$ cat config.mk
export PLATFORM = sky130hd
export DESIGN_NAME = ratio_meter
export DESIGN_NICKNAME = d
export VERILOG_FILES = /design/src/rtl/ratio_pkg.sv /design/src/rtl/ratio_edge_sync.sv /design/src/rtl/ratio_window_seq.sv /design/src/rtl/ratio_sat_counter.sv /design/src/rtl/ratio_meter.sv
export SDC_FILE = /design/constraint.sdc
export NUM_CORES = 1
export LEC_CHECK = 0
export ABC_AREA = 1
export BUFFER_PORTS_ARGS = -buffer_cell sky130_fd_sc_hd__buf_4
export CAP_MARGIN = 20
export CORE_ASPECT_RATIO = 1.25
export CORE_MARGIN = 4
export CORE_UTILIZATION = 45
export CTS_BUF_LIST = sky130_fd_sc_hd__clkbuf_8
export DETAILED_ROUTE_END_ITERATION = 8
export PLACE_DENSITY_LB_ADDON = 0.05
export SYNTH_ARGS = -nofsm -noshare
export SYNTH_HDL_FRONTEND = slang
export SYNTH_HIERARCHICAL = 1
export SYNTH_SLANG_ARGS = --single-unit
export TNS_END_PERCENT = 100
$ cat constraint.sdc
create_clock -name clk -period 2.25 [get_ports clk]
set_input_delay 0.5625 -clock clk [delete_from_list [all_inputs] [get_ports clk]]
set_output_delay 0.5625 -clock clk [all_outputs]
set_load 0.01 [all_outputs]
$ cat src/rtl/ratio_pkg.sv
package ratio_pkg;
  localparam int CNT_W        = 13;
  localparam int DATA_W       = 32;
  localparam int STAT_W       = 16;
  localparam int EN_BIT       = 31;
  localparam int AVAIL_BIT    = 8;
  localparam int WIN_EDGES    = 4;
  localparam int SYNC_STAGES  = 2;

  typedef enum logic {
    SEQ_WAIT = 1'b0,
    SEQ_RUN  = 1'b1
  } seq_state_e;
endpackage

$ cat src/rtl/ratio_edge_sync.sv
module ratio_edge_sync #(
  parameter int STAGES = 2
) (
  input  logic clk,
  input  logic rst_n,
  input  logic async_i,
  output logic rise_o
);
  localparam int DEPTH = STAGES + 1;
  logic [DEPTH-1:0] pipe_q;

  always_ff @(posedge clk or negedge rst_n) begin
    if (!rst_n) pipe_q <= '0;
    else        pipe_q <= {pipe_q[DEPTH-2:0], async_i};
  end

  // Rising edge seen after the synchroniser stages
  assign rise_o = pipe_q[STAGES-1] & ~pipe_q[STAGES];
endmodule

$ cat src/rtl/ratio_window_seq.sv
module ratio_window_seq
  import ratio_pkg::*;
#(
  parameter int EDGES = 4
) (
  input  logic clk,
  input  logic rst_n,
  input  logic run_i,
  input  logic rise_i,
  output logic open_o,
  output logic close_o,
  output logic active_o
);
  localparam int EW = (EDGES > 2) ? $clog2(EDGES) : 1;
  localparam logic [EW-1:0] LAST = EW'(EDGES - 1);

  seq_state_e      state_q;
  logic [EW-1:0]   ecnt_q;

  assign open_o   = run_i && rise_i && (state_q == SEQ_WAIT);
  assign close_o  = run_i && rise_i && (state_q == SEQ_RUN) && (ecnt_q == LAST);
  assign active_o = (state_q == SEQ_RUN);

  always_ff @(posedge clk or negedge rst_n) begin
    if (!rst_n) begin
      state_q <= SEQ_WAIT;
      ecnt_q  <= '0;
    end else if (!run_i) begin
      state_q <= SEQ_WAIT;
      ecnt_q  <= '0;
    end else if (open_o) begin
      state_q <= SEQ_RUN;
      ecnt_q  <= '0;
    end else if (close_o) begin
      ecnt_q  <= '0;
    end else if (active_o && rise_i) begin
      ecnt_q  <= ecnt_q + 1'b1;
    end
  end
endmodule

$ cat src/rtl/ratio_sat_counter.sv
module ratio_sat_counter #(
  parameter int W = 13
) (
  input  logic         clk,
  input  logic         rst_n,
  input  logic         clear_i,
  input  logic         inc_i,
  output logic [W-1:0] count_o,
  output logic [W-1:0] next_o
);
  localparam logic [W-1:0] MAXV = '1;
  logic [W-1:0] cnt_q;

  assign next_o  = (cnt_q == MAXV) ? MAXV : cnt_q + 1'b1;
  assign count_o = cnt_q;

  always_ff @(posedge clk or negedge rst_n) begin
    if (!rst_n)        cnt_q <= '0;
    else if (clear_i)  cnt_q <= '0;
    else if (inc_i)    cnt_q <= next_o;
  end
endmodule

$ cat src/rtl/ratio_meter.sv
module ratio_meter
  import ratio_pkg::*;
(
  input  logic              clk,
  input  logic              rst_n,
  input  logic              slow_clk,
  input  logic              osc_avail,
  input  logic              reg_we,
  input  logic [DATA_W-1:0] reg_wdata,
  output logic [DATA_W-1:0] reg_rdata,
  output logic [STAT_W-1:0] status
);
  localparam int PAD_W = DATA_W - CNT_W - 1;

  logic             en_q;
  logic             run;
  logic             rise;
  logic             win_open, win_close, win_active;
  logic [CNT_W-1:0] cnt_q, cnt_next;
  logic [CNT_W-1:0] latch_q;
  logic             avail_q;
  logic             unused_wdata;

  assign unused_wdata = ^reg_wdata[EN_BIT-1:0];

  always_ff @(posedge clk or negedge rst_n) begin
    if (!rst_n)      en_q <= 1'b0;
    else if (reg_we) en_q <= reg_wdata[EN_BIT];
  end

  assign run = en_q & osc_avail;

  ratio_edge_sync #(.STAGES(SYNC_STAGES)) u_sync (
    .clk     (clk),
    .rst_n   (rst_n),
    .async_i (slow_clk),
    .rise_o  (rise)
  );

  ratio_window_seq #(.EDGES(WIN_EDGES)) u_seq (
    .clk      (clk),
    .rst_n    (rst_n),
    .run_i    (run),
    .rise_i   (rise),
    .open_o   (win_open),
    .close_o  (win_close),
    .active_o (win_active)
  );

  ratio_sat_counter #(.W(CNT_W)) u_cnt (
    .clk     (clk),
    .rst_n   (rst_n),
    .clear_i (!run || win_open || win_close),
    .inc_i   (win_active),
    .count_o (cnt_q),
    .next_o  (cnt_next)
  );

  always_ff @(posedge clk or negedge rst_n) begin
    if (!rst_n)         latch_q <= '0;
    else if (win_close) latch_q <= cnt_next;
  end

  always_ff @(posedge clk or negedge rst_n) begin
    if (!rst_n) avail_q <= 1'b0;
    else        avail_q <= osc_avail;
  end

  always_comb begin
    status            = '0;
    status[AVAIL_BIT] = avail_q;
  end

  assign reg_rdata = {en_q, {PAD_W{1'b0}}, latch_q};
endmodule

Word level (Yosys, flattened, before mapping)
Cells that the tools add are included.
Operators by class
  add/subtract/negate cells: 2
  equal/unequal tests: 4
  bitwise gates (word level): 4
  multipliers: 0
  reductions and logical operators: 9
  magnitude comparators: 0
  muxes and demuxes: 9
  divide/modulo/power cells: 0
  shifts and indexed selects: 0
Operators by type and width (count)
  $mux 13: 3
  $add 13x1->13 const B: 1
  $eq 13x13->1 const B: 1
  $mux 2: 4
  $logic_and 1x1->1: 5
  $ne 4x4->1 const B: 1
  $add 2x1->2 const B: 1
  $and 1x1->1: 2
  $eq 2x2->1 const B: 1
  $logic_or 1x1->1: 2
  $mux 1: 2
  $ne 2x2->1 const B: 1
  $not 1->1: 2
  $reduce_bool 2->1: 1
  $logic_not 1->1: 1
Storage, ports and cells
  bits in writable memories: 0
  output and inout bits: 48
  logic and storage cells: 35
  flip-flop bits (word level): 34
  memory bits (read-only): 0
  bits in latches: 0
  memories kept: 0
  bits of input ports: 37

Depth between registers and ports, before layout
  depth in word-level cells: 8
  mapped depth: 11
  mapped depth without buffers: 10

Hierarchy
The synthesis kept the hierarchy.
Modules (own cells, without submodules)
  ratio_sat_counter: seq. area each 325.3 um^2, times used 1, area each 920.9 um^2, cells an instance 125
  ratio_meter: seq. area each 375.4 um^2, times used 1, area each 840.8 um^2, cells an instance 101
  ratio_window_seq: seq. area each 75.1 um^2, times used 1, area each 160.2 um^2, cells an instance 19
  ratio_edge_sync: seq. area each 75.1 um^2, times used 1, area each 85.1 um^2, cells an instance 5

Worst setup path after synthesis
OpenSTA, ideal clock, no wires.
  kind: input to register
  start: in osc_avail
  end: reg u_cnt.cnt_q[0], in the netlist u_cnt/count_o[0]
  stages: 11
  required time: 2.184 ns
  path slack: 0.364 ns
  arrival: 1.820 ns
  setup time: 0.066 ns
  path through: nand2_1 inv_1 nand2_2 nor3b_2 nor2_1 nand2_1 nor2_1 nor2_1 buf_2 nand2_1 nand2_1
On the way
  word-level cells in the longest chain between the ends: 6
  elaborated cells between the ends (all ways): 10
  classes of those cells: 1 x mux; 1 x bitwise; 8 x reduce/logical
RTL lines
  start: declaration: line ratio_meter.sv:7  | input logic osc_avail,
  $and 1x1->1 (*): line ratio_meter.sv:31  | assign run = en_q & osc_avail;
  via run: line ratio_meter.sv:16  | logic run;
  $logic_and 1x1->1 (*) (3 in a row): line ratio_window_seq.sv:21  | assign close_o = run_i && rise_i && (state_q == SEQ_RUN) && (ecnt_q == LAST);
  via win_close: line ratio_meter.sv:18  | logic win_open, win_close, win_active;
  $logic_or 1x1->1 (*): line ratio_meter.sv:53  | .clear_i (!run || win_open || win_close),
  $mux 13 or $reduce_bool 2->1 (tied branches)
  end signal: assignment: line ratio_sat_counter.sv:20  | else if (inc_i) cnt_q <= next_o;
  end: declaration: line ratio_sat_counter.sv:12  | logic [W-1:0] cnt_q;
The timed path passes the listed nets; every way through them passes the cells marked *.
A chain may end at the register's enable or synchronous reset.

Worst setup path in the final report
  start: reg en_q
  end: reg u_cnt.cnt_q[7], in the netlist u_cnt/count_o[7]
On the way
  word-level cells in the longest chain between the ends: 6
  elaborated cells between the ends (all ways): 10
  classes of those cells: 1 x mux; 1 x bitwise; 8 x reduce/logical
RTL lines
  start: declaration: line ratio_meter.sv:15  | logic en_q;
  start signal: assignment: line ratio_meter.sv:28  | else if (reg_we) en_q <= reg_wdata[EN_BIT];
  $and 1x1->1 (*): line ratio_meter.sv:31
  via run: line ratio_meter.sv:16
  $logic_and 1x1->1 (*) (3 in a row): line ratio_window_seq.sv:21
  via win_close: line ratio_meter.sv:18
  $logic_or 1x1->1 (*): line ratio_meter.sv:53
  $mux 13 or $reduce_bool 2->1 (tied branches)
Marked as above.

==> results by group <==
Floorplanning
  – Die Span X: between 60 and 70 um
  – DIE HEIGHT: just over 80 um
  – Initial Util: 47.82%
  – Top Ports: between 80 and 90
  – # rows: 26
  – Area of the core: between 4000 and 5000 um^2
  – Die ar.: between 5000 and 6000 um^2

Drt
  – DRT Pass-1 Iters: 4
  – Wirelength per Cell: approximately 11 um
  – DR vias/cell: 4.303
  – Remaining routing DRC violations: 0
  – Via count: 1420
  – DRT antenna net count: 0
  – Routed wire length: roughly 3.5 mm
  – Initial DRC count: 32

Synth
  – Yosys reg bits: 34
  – Sequential share of the synthesized area: between 40 and 50%
  – Dominant synthesized flop cell: dfrtp_1
  – Synthesized area: about 2000 um^2
  – Cells after Synth: 250
  – Post-synthesis cell type count: 27
  – Number of synthesized flops with an enable pin: 0
  – Yosys warns: 6
  – Avg Inst Size Synth: about 8.0 um^2
  – Ys async rst share: 100.0%

Setup path
  – Crit-path cells: nand2_1 -> inv_1 -> nand2_2 -> nor3b_2 -> nor2_1 -> nand2_1 -> nor2_1 -> nor2_1 -> buf_4 -> nand2_1 -> nand2_1
  – CP top delay family: simple AND/OR/NAND/NOR gates
  – Maximum fanout along the worst path: 12
  – Element type at the critical path end: flip-flop
  – Buf+Inv Stages, Crit Path: 2
  – Slowest Stage Delay on Critical Path: roughly 0.37 ns
  – CP startpoint kind: flip-flop
  – Required @ worst endpoint: between 2 and 2.5 ns
  – CP max stage cell: dfrtp_1
  – Critical path type: flip-flop to flip-flop
  – Top cell by count, worst path: nand2_1
  – Arr. time, crit path: 1.84 ns

Outcome
  – Status: finished clean

Worst hold path
  – HP Class: input pin to async pin

STA
  – Fin. max-slew vios: 0
  – Setup_tns: 0 ns
  – Final Cycle Share: between 70% and 80%
  – Fmax: ~0.62 GHz
  – Final worst slack: around 0.63 ns
  – Final setup vio count: 0
  – Worst clock skew: ~0.0062 ns
  – Crit path time final: 1.616 ns
  – RSZ-0062 raised after global routing: no
  – Final Hold Vio Count: 0

Global route
  – Largest net degree at the start of global routing: 35
  – Initial antenna violation count: 0
  – Vias in the first global route: roughly 1300
  – First-pass GRT wire length: 5.761 mm
  – Aggregate global routing overflow: 0
  – Overall Global Routing Usage: about 14%

Layout
  – Area growth from synthesis to layout: 8.167%
  – Filler cell count: about 430
  – Core Util, Final: 51.73%
  – Nets: around 310
  – N_diodes: 0
  – Multi-input combinational cell area: slightly above 900 um^2
  – Share of layout cells above drive strength 1: a little under a quarter
  – Register area: between 800 and 900 um^2
  – Final instance area: 2171 um^2

Clocking
  – Root Buffer: clkbuf_8
  – # clock sinks: 34
  – Post-CTS Setup Bufs: 0
  – Hold_buf cts: 0
  – Clock Latency Late Sink: 0.29 ns
  – CTS tree: yes
  – CTS buffer count: 5
  – Post_cts resized: 0
  – Clock tree buffer depth: 2
  – H-Tree Depth: 2
  – Worst-path clk slew: roughly 0.070 ns

Power and ir drop
  – Pleak: 1.248 nW
  – Peak VDD IR: about 0.3 mV
  – Pwr per Cell Area: around 540 nW/um^2

Placed design
  – Placed cell area: between 2000 and 2500 um^2
  – Final GP Congestion: 0.8253
  – Place WS: about 0.37 ns
  – DP HPWL: 2.561 mm
  – IO Port Bufs: 20

Run
  – Max cap viols: 0
synth_stat cells (3+ instances only):
| cell type | instances | area share, % |
|---|---|---|
| nor2_2 | 5 | 1.6 |
| nand2_1 | 107 | 20 |
| inv_2 | 4 | 0.75 |
| dfrtp_1 | 34 | 42 |
| nor2_1 | 13 | 2.4 |
| nand3_1 | 3 | 0.75 |
| nand3b_1 | 3 | 1.1 |
| inv_1 | 10 | 1.9 |
| nand3_2 | 10 | 5.0 |
| nand2_2 | 6 | 1.9 |
| buf_4 | 36 | 13 |
cells in the final DEF, fill, tap and decap left out, types with 4 or more instances in the layout:
cell	count
nor2_1	13
nand2_1	107
clkbuf_8	6
nand3_2	10
inv_1	11
buf_4	23
nor2_2	5
dfrtp_1	34
conb_1	33
nand2_2	6
inv_2	4
worst register-to-register path, delay by kind of cell (launching register included):
kind,cells,cell delay (ns)
AND/OR/NAND/NOR,9,0.84
flip-flops,1,0.37
buffers and inverters,2,0.34
stage by stage:
step,hold slack (ns),total power (W),cells
floorplan,0.2669,0.0007349,282
global placement,0.3325,0.0007220,322
detailed placement,0.3610,0.0007233,322
CTS,0.2184,0.001202,330
global route,0.2293,0.001233,330
finish,0.2139,0.001173,330
worst paths after layout:
check / from / end / slack, ns / cells after the start
max: en_q / u_cnt/count_o[7] / 0.63 / 11
min: rst_n / u_seq/ecnt_q[1] / 0.21 / 1
max reg2reg: en_q / u_cnt/count_o[7] / 0.63 / 11
min reg2reg: u_sync/pipe_q[1] / u_sync/pipe_q[2] / 0.37 / 0
max in group asynchronous: rst_n / u_cnt/count_o[8] / 1.73 / 1
min in group clk: u_sync/pipe_q[1] / u_sync/pipe_q[2] / 0.37 / 0
logic make-up (layout without fill, tap and decap cells):
logic type / Yosys count / count (layout) / synth area share, %
xor+xnor: 3 / 3 / 1.309
flops: 34 / 34 / 42.39
simple gates: 156 / 156 / 37.34
other cells: 1 / 33 / 0.1869
buf+inv: 54 / 46 / 17.52
fa+ha+maj: 2 / 2 / 1.247
metal layers:
layer	vias to the layer above	part of all wire, %	track usage (%)
met5	-	0	0
li1	739	-	-
met2	41	47	23.56
met4	0	2.5	8.519
met3	8	6.6	4.060
met1	632	44	16.35
registers in the layout, indices dropped and copies added, names as in the netlist:
signal,cells
latch_q,13
u_cnt/count_o,13
u_sync/pipe_q,3
u_seq/ecnt_q,2
avail_q,1
en_q,1
u_seq/active_o,1
report_power, final:
group / total [W] / leakage, nW / internal (W) / switching (W)
Clock: 0.000462 / 0.0524 / 0.000242 / 0.000220
Sequential: 0.000627 / 0.463 / 0.000620 / 0.00000730
Combinational: 0.0000837 / 0.733 / 0.0000215 / 0.0000622
cell type report:
| type | count | share of cell area [%] |
|---|---|---|
| multi-input cells | 194 | 42.59 |
| flip-flops and latches | 34 | 39.19 |
| repair buffers | 23 | 7.954 |
| clock buffers | 6 | 3.804 |
| well taps | 56 | 3.228 |
| inverters | 15 | 2.824 |
| clock inverters | 2 | 0.4035 |
Note: power is estimated with default switching activity, not from simulation.
